[src/rtl/gpr_pkg.sv]
package gpr_pkg;

    typedef enum logic [1:0] {
        ACC_WORD    = 2'b00,
        ACC_HALF    = 2'b01,
        ACC_BYTE_LO = 2'b10,
        ACC_BYTE_HI = 2'b11
    } acc_e;

    localparam int HALF_W = 16;
    localparam int BYTE_W = 8;

endpackage

[src/rtl/gpr_lane_check.sv]
module gpr_lane_check
    import gpr_pkg::*;
#(
    parameter int IDX_W          = 3,
    parameter int BYTE_LANE_REGS = 4
) (
    input  logic [IDX_W-1:0] idx,
    input  acc_e             acc,
    output logic             illegal
);
    localparam logic [IDX_W:0] LANE_LIMIT = BYTE_LANE_REGS[IDX_W:0];

    logic is_byte;

    always_comb begin
        is_byte = (acc == ACC_BYTE_LO) || (acc == ACC_BYTE_HI);
        illegal = is_byte && ({1'b0, idx} >= LANE_LIMIT);
    end
endmodule

[src/rtl/gpr_read_view.sv]
module gpr_read_view
    import gpr_pkg::*;
#(
    parameter int XLEN = 32
) (
    input  logic [XLEN-1:0] word,
    input  acc_e            acc,
    input  logic            illegal,
    output logic [XLEN-1:0] field
);
    always_comb begin
        field = '0;
        if (!illegal) begin
            unique case (acc)
                ACC_WORD:    field = word;
                ACC_HALF:    field[HALF_W-1:0] = word[HALF_W-1:0];
                ACC_BYTE_LO: field[BYTE_W-1:0] = word[BYTE_W-1:0];
                ACC_BYTE_HI: field[BYTE_W-1:0] = word[HALF_W-1:BYTE_W];
                default:     field = '0;
            endcase
        end
    end
endmodule

[src/rtl/gpr_write_merge.sv]
module gpr_write_merge
    import gpr_pkg::*;
#(
    parameter int XLEN = 32
) (
    input  logic [XLEN-1:0] old_word,
    input  logic [XLEN-1:0] wdata,
    input  acc_e            acc,
    output logic [XLEN-1:0] merged
);
    always_comb begin
        merged = old_word;
        unique case (acc)
            ACC_WORD:    merged = wdata;
            ACC_HALF:    merged[HALF_W-1:0] = wdata[HALF_W-1:0];
            ACC_BYTE_LO: merged[BYTE_W-1:0] = wdata[BYTE_W-1:0];
            ACC_BYTE_HI: merged[HALF_W-1:BYTE_W] = wdata[BYTE_W-1:0];
            default:     merged = old_word;
        endcase
    end
endmodule

[src/rtl/gpr_subword_file.sv]
module gpr_subword_file
    import gpr_pkg::*;
#(
    parameter int NUM_REGS       = 8,
    parameter int XLEN           = 32,
    parameter int BYTE_LANE_REGS = 4,
    localparam int IDX_W         = $clog2(NUM_REGS)
) (
    input  logic             clk,
    input  logic             rst,
    input  logic             wr_en,
    input  logic [IDX_W-1:0] wr_idx,
    input  logic [1:0]       wr_sel,
    input  logic [XLEN-1:0]  wr_data,
    output logic             wr_illegal,
    input  logic [IDX_W-1:0] rd0_idx,
    input  logic [1:0]       rd0_sel,
    output logic [XLEN-1:0]  rd0_data,
    output logic             rd0_illegal,
    input  logic [IDX_W-1:0] rd1_idx,
    input  logic [1:0]       rd1_sel,
    output logic [XLEN-1:0]  rd1_data,
    output logic             rd1_illegal
);
    localparam int NUM_RD = 2;

    typedef struct packed {
        logic [NUM_REGS-1:0][XLEN-1:0] regs;
    } state_t;

    state_t state_d, state_q;

    // Read ports gathered into arrays so they can share one generate loop.
    logic [IDX_W-1:0] rd_idx  [NUM_RD];
    acc_e             rd_acc  [NUM_RD];
    logic [XLEN-1:0]  rd_word [NUM_RD];
    logic [XLEN-1:0]  rd_field[NUM_RD];
    logic             rd_bad  [NUM_RD];

    always_comb begin
        rd_idx[0]   = rd0_idx;
        rd_idx[1]   = rd1_idx;
        rd_acc[0]   = acc_e'(rd0_sel);
        rd_acc[1]   = acc_e'(rd1_sel);
        rd0_data    = rd_field[0];
        rd1_data    = rd_field[1];
        rd0_illegal = rd_bad[0];
        rd1_illegal = rd_bad[1];
    end

    for (genvar p = 0; p < NUM_RD; p++) begin : g_rd
        assign rd_word[p] = state_q.regs[rd_idx[p]];

        gpr_lane_check #(
            .IDX_W          (IDX_W),
            .BYTE_LANE_REGS (BYTE_LANE_REGS)
        ) u_chk (
            .idx     (rd_idx[p]),
            .acc     (rd_acc[p]),
            .illegal (rd_bad[p])
        );

        gpr_read_view #(.XLEN(XLEN)) u_view (
            .word    (rd_word[p]),
            .acc     (rd_acc[p]),
            .illegal (rd_bad[p]),
            .field   (rd_field[p])
        );
    end

    // Write path: legality test, then merge into the old contents.
    acc_e            wr_acc;
    logic [XLEN-1:0] wr_old;
    logic [XLEN-1:0] wr_merged;

    assign wr_acc = acc_e'(wr_sel);
    assign wr_old = state_q.regs[wr_idx];

    gpr_lane_check #(
        .IDX_W          (IDX_W),
        .BYTE_LANE_REGS (BYTE_LANE_REGS)
    ) u_wr_chk (
        .idx     (wr_idx),
        .acc     (wr_acc),
        .illegal (wr_illegal)
    );

    gpr_write_merge #(.XLEN(XLEN)) u_merge (
        .old_word (wr_old),
        .wdata    (wr_data),
        .acc      (wr_acc),
        .merged   (wr_merged)
    );

    always_comb begin
        state_d = state_q;
        if (wr_en && !wr_illegal) begin
            state_d.regs[wr_idx] = wr_merged;
        end
    end

    always_ff @(posedge clk) begin
        if (rst) begin
            state_q <= '0;
        end else begin
            state_q <= state_d;
        end
    end
endmodule

[config.mk]
export PLATFORM = sky130hd
export DESIGN_NAME = gpr_subword_file
export DESIGN_NICKNAME = d
export VERILOG_FILES = /design/src/rtl/gpr_pkg.sv /design/src/rtl/gpr_lane_check.sv /design/src/rtl/gpr_read_view.sv /design/src/rtl/gpr_write_merge.sv /design/src/rtl/gpr_subword_file.sv
export SDC_FILE = /design/constraint.sdc
export NUM_CORES = 1
export LEC_CHECK = 0
export BUFFER_PORTS_ARGS = -buffer_cell sky130_fd_sc_hd__buf_2
export CAP_MARGIN = 0
export CORE_UTILIZATION = 45
export CTS_CLUSTER_DIAMETER = 40
export DETAILED_ROUTE_END_ITERATION = 8
export GPL_ROUTABILITY_DRIVEN = 1
export HOLD_SLACK_MARGIN = 0.1
export PLACE_DENSITY_LB_ADDON = 0.15
export SYNTH_ARGS = -nofsm -noshare
export SYNTH_HDL_FRONTEND = slang
export SYNTH_HIERARCHICAL = 1
export SYNTH_SLANG_ARGS = --single-unit
export TNS_END_PERCENT = 100
[constraint.sdc]
create_clock -name clk -period 5.2 [get_ports clk]
set_input_delay 0.78 -clock clk [delete_from_list [all_inputs] [get_ports clk]]
set_output_delay 0.78 -clock clk [all_outputs]
set_load 0.05 [all_outputs]
Word-level counts from Yosys, hierarchy flattened
Index checks and enable logic that the tools add are counted.

cells by class
  reductions and logical operators = 18
  order comparisons = 7
  multiplexer cells = 20
  equal/unequal tests = 9

operators with widths
  cell                count
  $bmux 32 s3         3
  $bwmux 256          1
  $mux 32             6
  $demux 32 s3        1
  $mux 16             3
  $pmux 8 s2          3
  $mux 8              3
  $eq 2x2->1 const B  6
  $lt 3x4->1 const B  3
  $ge 3x3->1 const B  3
  $reduce_or 3->1     3
  $eq 2x1->1 const B  3
  $logic_not 2->1     3
  $reduce_or 2->1     3
  $logic_and 1x1->1   5
  $ge 3x1->1 const B  1
  $logic_or 1x1->1    3
  $logic_not 1->1     1

word-level totals
  output and inout bits = 67
  flip-flop bits (word level) = 256
  input bits = 50
  word-level logic and storage cells = 62

Longest topological paths before layout
Gate-level depths: netlist (run 1).

  depth in word-level cells = 5
  depth in mapped cells = 10
  mapped depth without buffers = 6

Cells and area by module
The synthesis (run 1) kept the hierarchy.

by module, submodules not included
  module            cells an instance  times used  sequential area each (um2)  area each (um2)
  gpr_subword_file  1,556              1           5,124.9                     15,574.9
  gpr_read_view     56                 2           0.0                         415.4
  gpr_write_merge   54                 1           0.0                         534.3
  gpr_lane_check    1                  3           0.0                         6.3

Worst setup path after synthesis (run 1)
Ideal clock, no wire load.

  kind = input -> output
  from = input rd1_idx[2]
  to = output rd1_data[31]
  required time = 4.420 ns
  cell stages on the path = 6
  slack = 1.096 ns
  arrival time = 3.324 ns
  path buffers = 3
  cells stage by stage = buf_4 buf_4 buf_2 mux4_2 mux2_2 nor4b_1

RTL lines
  element             line                    text
  start: declaration  gpr_subword_file.sv:20  input logic [IDX_W-1:0] rd1_idx,
  end: declaration    gpr_subword_file.sv:22  output logic [XLEN-1:0] rd1_data,

==> results of run 1 <==
-- power breakdown --
group,internal [mW],total [mW],switching [mW]
clock,1.87,2.99,1.13
combinational,0.190,0.642,0.452
sequential,1.99,2.01,0.0221
total,4.04,5.65,1.60
-- kinds of logic after synthesis --
logic type	count (synthesis)	share of synthesized area, %
mux	319	34.29
buf+inv	245	7.356
simple gates	349	11.18
compound gates	556	16.95
flops	256	30.22
-- synth_stat cells --
master / instances / share of area, %
and2_2: 26 / 1.2
buf_2: 80 / 2.4
nor2_8: 1 / 0.12
clkbuf_8: 5 / 0.41
nand2_2: 1 / 0.037
buf_4: 12 / 0.53
mux4_2: 190 / 25
a21bo_2: 14 / 0.83
o21ai_0: 252 / 7.4
o21ai_1: 5 / 0.15
or3b_1: 1 / 0.052
or2_1: 1 / 0.037
a21bo_1: 2 / 0.12
nor3b_2: 1 / 0.074
mux2i_1: 8 / 0.47
buf_1: 5 / 0.11
a221oi_1: 2 / 0.10
dfxtp_1: 256 / 30
nor2b_1: 2 / 0.074
mux2_2: 96 / 6.4
clkbuf_1: 128 / 2.8
nor2_1: 11 / 0.24
nand3b_1: 1 / 0.044
and2_1: 24 / 0.89
buf_6: 9 / 0.60
inv_1: 2 / 0.044
and3b_1: 1 / 0.052
nor3_4: 2 / 0.19
a32oi_1: 1 / 0.052
nand2b_1: 2 / 0.074
mux2_4: 25 / 2.2
a21oi_1: 280 / 8.3
buf_12: 4 / 0.47
nand2_1: 1 / 0.022
nor4b_1: 2 / 0.10
nand3_1: 272 / 8.0
-- how the worst max path moves through the flow --
stage	startpoint	endpoint	depth (start not counted)
2_1_floorplan	rd1_idx[2]	rd1_data[31]	6
3_3_place_gp	rd0_idx[2]	rd0_data[19]	6
3_5_place_dp	rd1_idx[2]	rd1_data[19]	6
4_1_cts	rd0_idx[2]	rd0_data[19]	6
5_1_grt	rd0_idx[2]	rd0_data[19]	6
6_report	rd0_idx[2]	rd0_data[19]	6
-- through the flow --
| stage | utilization (%) | area, um^2 | std cells | hold slack [ns] |
|---|---|---|---|---|
| after floorplan | - | 16960 | 1725 | 0.4701 |
| after global placement | 46.87 | 17280 | 2131 | 0.4833 |
| after detailed placement | 46.87 | 17280 | 2131 | 0.4924 |
| after CTS | 51.05 | 18820 | 2216 | 0.4987 |
| after global routing | 51.05 | 18820 | 2216 | 0.5204 |
| final | 51.05 | 18820 | 2216 | 0.4994 |
-- metal layers --
layer	track usage, %	share of wire, %
met1	39.46	40
met4	14.24	4.0
met3	5.948	8.0
met5	0	0
met2	48.85	48
-- cell type report --
cell class                 instances  area, um^2
timing repair buffer             145       882.1
fill                            3355       18050
inverter                           2       7.507
sequential                       256        5125
clock inverter                    26       215.2
clock buffer                      59        1324
multi-input combinational       1224       10640
tap                              504       630.6
-- worst min-delay path: stages (launching register included) --
cell and delay, ns:
dfxtp_1 0.32, o21ai_0 0.07, a21oi_1 0.06
==> impl_metrics.toml, run 1 <==
[status]
status = "finished, final reports clean"

[timing]
final_min_period_over_clock_period_pct = 75.60
setup_tns_ns = 0
fmax_mhz = 254.4
slack_of_the_critical_path_ns = 1.269
setup-violations-final = 0
max-slew-margin-rel_pct = 15.04
layout_min_cycle_time_ns = 3.931
timing_hold_violations_final = 0
rsz_0062_raised_after_global_routing = "false"
slew_violations = 0
timing_worst_slew_pin_value_ns = 1.272
fin_skew_ns = 0.01109

[critical_path]
slowest_delay_ns = 0.60
worst_path_most_repeated_cell = "buf_4"
startpoint_type = "primary input"
critical_path_arrival_ns = 3.15
timing_worst_setup_path_type = "primary input to output pin"
critPathRequiredTime_ns = 4.42
timing.reg2reg.setup_slack_ns = 3.32
critical_path_cell_by_cell = "buf_4 > buf_4 > mux4_2 > mux2_2 > and2_2 > buf_2"
cp_top_delay_family = "buffers and inverters"
worstPathBufferInverterCount = 3
worstPathMaxFanout = 42
worst_r2r_startpoint = "state_q[110]$_SDFFE_PP0P_"
worstSetupEndpointType = "output pin"
cpMaxStageDelayCell = "buf_4"
r2r_end = "state_q[78]$_SDFFE_PP0P_"
ff2ff_path_depth = 6

[detailed_routing]
drc = 0
postRouteWirelength_um = 58220
via_total_after_detailed_routing = 14932
first_pass_iters = 5
route.detailed.vias_per_inst = 6.738
initialDrtViolationCount = 1725
postRouteAntennaNets = 0
drt-wirelength-per-cell_um = 26.27

[final_layout]
layout-area-overhead-vs-synth_pct = 10.99
final_common_cell = "a21oi_1"
largestRegisters = "state_q x256"
antenna_cells = 0
number_of_flip_flops_under_the_largest_register_name = 256
design.final.nets = 1726
layout-drive-gt1-share_pct = 34.64
regMostFlops = "state_q"
mostFrequentLayoutCells = "a21oi_1, nand3_1, dfxtp_1"

[synth]
postSynthAreaPerCell_um2 = 9.831
yosysWarningCount = 6
ys_seq_area_share_pct = 30.22
yosysUniqueCellTypes = 36
syn-num-nets = 1775
synth_seq_cells = 256
syn-cell-area_um2 = 16960
instance_count_of_the_mapped_netlist = 1725

[flow_run]
max_cap_viol_count = 0

[clock_network]
cts_setup_buffers = 0
post_cts.resized_instances = 0
htree_num_levels = 2
clock_latency_ns = 0.57
clock-sinks = 256
cts_root_buf = "clkbuf_16"
clock_path_buffers = 3
holdBufCountCts = 0
cts_tree = "done"
cts_buffers = 47
worst_setup_hold_path_clk_slew_ns = 0.04

[global_route]
vias_in_the_first_global_route = 14735
grt_start_max_net_pins = 143
first_pass_grt_wire_length_um = 89870
grt.total_usage_pct = 30.39
grt_overflow = 0
grt_antenna_before_repair = 0

[power]
p_total_mw = 5.646
p_per_area_nw_per_um2 = 300.0
worst_supply_voltage_drop_on_vdd_v = 0.0002154
power_leakage_nw = 6.414

[worst_hold_path]
holdPathStages = 2
timing.hold.worst.start = "state_q[240]$_SDFFE_PP0P_"
min_path_type = "flop to flop"
worst_hold_path.endpoint = "state_q[240]$_SDFFE_PP0P_"

[place]
detailed_place_hpwl_um = 32500
pre_cts_ws_ns = 1.296
port_buffer_cells = 116
gp_routability_congestion = 0.8589

[floorplanning]
die_x_extent_um = 196.1
cell_rows = 70
die_h_um = 196.1
initial_utilization_pct = 45.99
pin_count = 117
core_ar_um2 = 36870
die-area_um2 = 38470
Power figures use the tool's default switching activity.
==> run 2: changes to the inputs <==
==> constraint.sdc (replaced) <==
create_clock -name clk -period 3.5 [get_ports clk]
set_input_delay 0.525 -clock clk [delete_from_list [all_inputs] [get_ports clk]]
set_output_delay 0.525 -clock clk [all_outputs]
set_load 0.05 [all_outputs]
==> impl_metrics.toml, run 2 (synthesized netlist as in run 1, its figures left out) <==
[status]
status = "finished, final reports clean"

[clock_network]
htree_num_levels = 2
post_cts.resized_instances = 0
clock-sinks = 256
clock_path_buffers = 3
clock_latency_ns = 0.57
cts_tree = "done"
cts_setup_buffers = 0
holdBufCountCts = 0
cts_root_buf = "clkbuf_16"
worst_setup_hold_path_clk_slew_ns = 0.05
cts_buffers = 47

[global_route]
grt_use_met1_pct = 41.55
grt_antenna_before_repair = 2
first_pass_grt_wire_length_um = 90270
use_met2_pct = 48.97
vias_in_the_first_global_route = 14775
grt_most_used_layer = "met2"
grt_start_max_net_pins = 129
use_met3_pct = 4.710
grt_overflow = 0
grt.total_usage_pct = 30.48

[detailed_routing]
postRouteAntennaNets = 0
drc = 0
first_pass_iters = 5
initialDrtViolationCount = 1548
drt-wirelength-per-cell_um = 25.97
postRouteWirelength_um = 58420
route.detailed.vias_per_inst = 6.633
via_total_after_detailed_routing = 14925

[final_layout]
regMostFlops = "state_q"
stdcell_count = 2250
design.final.nets = 1760
layout-drive-gt1-share_pct = 36.10
layout-area-overhead-vs-synth_pct = 14.54
n_fill_cell = 3327
final_common_cell = "a21oi_1"
number_of_flip_flops_under_the_largest_register_name = 256
largestRegisters = "state_q x256"
mostFrequentLayoutCells = "a21oi_1, nand3_1, dfxtp_1"

[timing]
timing_worst_slew_pin_value_ns = 0.9961
rsz_0062_raised_after_global_routing = "false"
max-slew-margin-rel_pct = 33.59
setup-violations-final = 0
fmax_mhz = 336.7
setup_tns_ns = 0
final_min_period_over_clock_period_pct = 84.85
timing_hold_violations_final = 0
fin_skew_ns = 0.01265
layout_min_cycle_time_ns = 2.970
slew_violations = 0

[place]
port_buffer_cells = 116
gp_routability_congestion = 0.8646
cell_count_after_placement = 2165
detailed_place_hpwl_um = 34120

[worst_hold_path]
min_path_type = "primary input to flop"
holdPathStages = 4

[critical_path]
worstSetupEndpointType = "output pin"
worst_path_most_repeated_cell = "buf_4"
critical_path_cell_by_cell = "buf_4 > buf_4 > mux4_2 > mux2_2 > a21bo_2 > a21oi_1 > buf_2"
cpMaxStageDelayCell = "mux4_2"
worstPathMaxFanout = 16
critical_path_arrival_ns = 2.44
ff2ff_path_depth = 6
timing_worst_setup_path_type = "primary input to output pin"
worst-path-stages = 7
critPathRequiredTime_ns = 2.97
cp_top_delay_family = "buffers and inverters"
worstPathBufferInverterCount = 3
startpoint_type = "primary input"
slowest_delay_ns = 0.51

[floorplanning]
die_h_um = 196.1
cell_rows = 70
core_ar_um2 = 36870
die-area_um2 = 38470
pin_count = 117
die_x_extent_um = 196.1
initial_utilization_pct = 45.99

[flow_run]
max_cap_viol_count = 0

[power]
worst_supply_voltage_drop_on_vdd_v = 0.0002958
p_per_area_nw_per_um2 = 446.9
power_leakage_nw = 6.706
==> run 2: final cells by class <==
type                    instances  area (um^2)  area share (%)
clock buffers                  55         1266           6.518
clock inverters                29        337.8           1.739
well taps                     504        630.6           3.246
repair buffers                179         1413           7.272
flip-flops and latches        256         5125           26.38
multi-input cells            1224        10640           54.79
diodes                          1        2.502         0.01288
inverters                       2        7.507         0.03865
==> run 2: layer usage <==
layer  up-vias  wire length, um
li1       6517                -
met1      7597            24400
met2       710            27790
met3       101             4650
met4         0             1578
met5         -                0
==> run 2: report_power, final <==
group | switching (mW) | internal (mW)
combinational | 0.685 | 0.339
clock | 1.69 | 2.98
sequential | 0.0331 | 2.95
total | 2.41 | 6.27
==> run 2: per-stage QoR <==
step / instance area, um^2 / setup WS, ns / util (%) / total power [mW] / hold slack (ns)
after floorplan: 16970 / 0.5230 / - / 3.716 / 0.4701
after global placement: 17820 / 0.5279 / 48.32 / 4.044 / 0.4852
after detailed placement: 17820 / 0.5243 / 48.32 / 4.054 / 0.4897
after CTS: 19420 / 0.5149 / 52.67 / 8.701 / 0.4286
after global routing: 19420 / 0.4241 / 52.68 / 8.905 / 0.4613
final: 19420 / 0.5302 / 52.68 / 8.680 / 0.4388
==> run 2: worst paths after layout <==
kind / start / to / slack (ns)
setup / recovery: rd0_idx[0] / rd0_data[4] / 0.53
hold / removal: wr_data[22] / state_q[54]$_SDFFE_PP0P_ / 0.44
setup reg to reg: state_q[236]$_SDFFE_PP0P_ / state_q[140]$_SDFFE_PP0P_ / 1.67
hold reg to reg: state_q[230]$_SDFFE_PP0P_ / state_q[230]$_SDFFE_PP0P_ / 0.50
==> run 2: worst min-delay path, delay by kind of cell <==
| family | cells | cell delay [ns] |
|---|---|---|
| AO/OA/AOI/OAI | 1 | 0.11 |
| buffers and inverters | 1 | 0.08 |
| multiplexers | 1 | 0.18 |
| AND/OR/NAND/NOR | 1 | 0.07 |
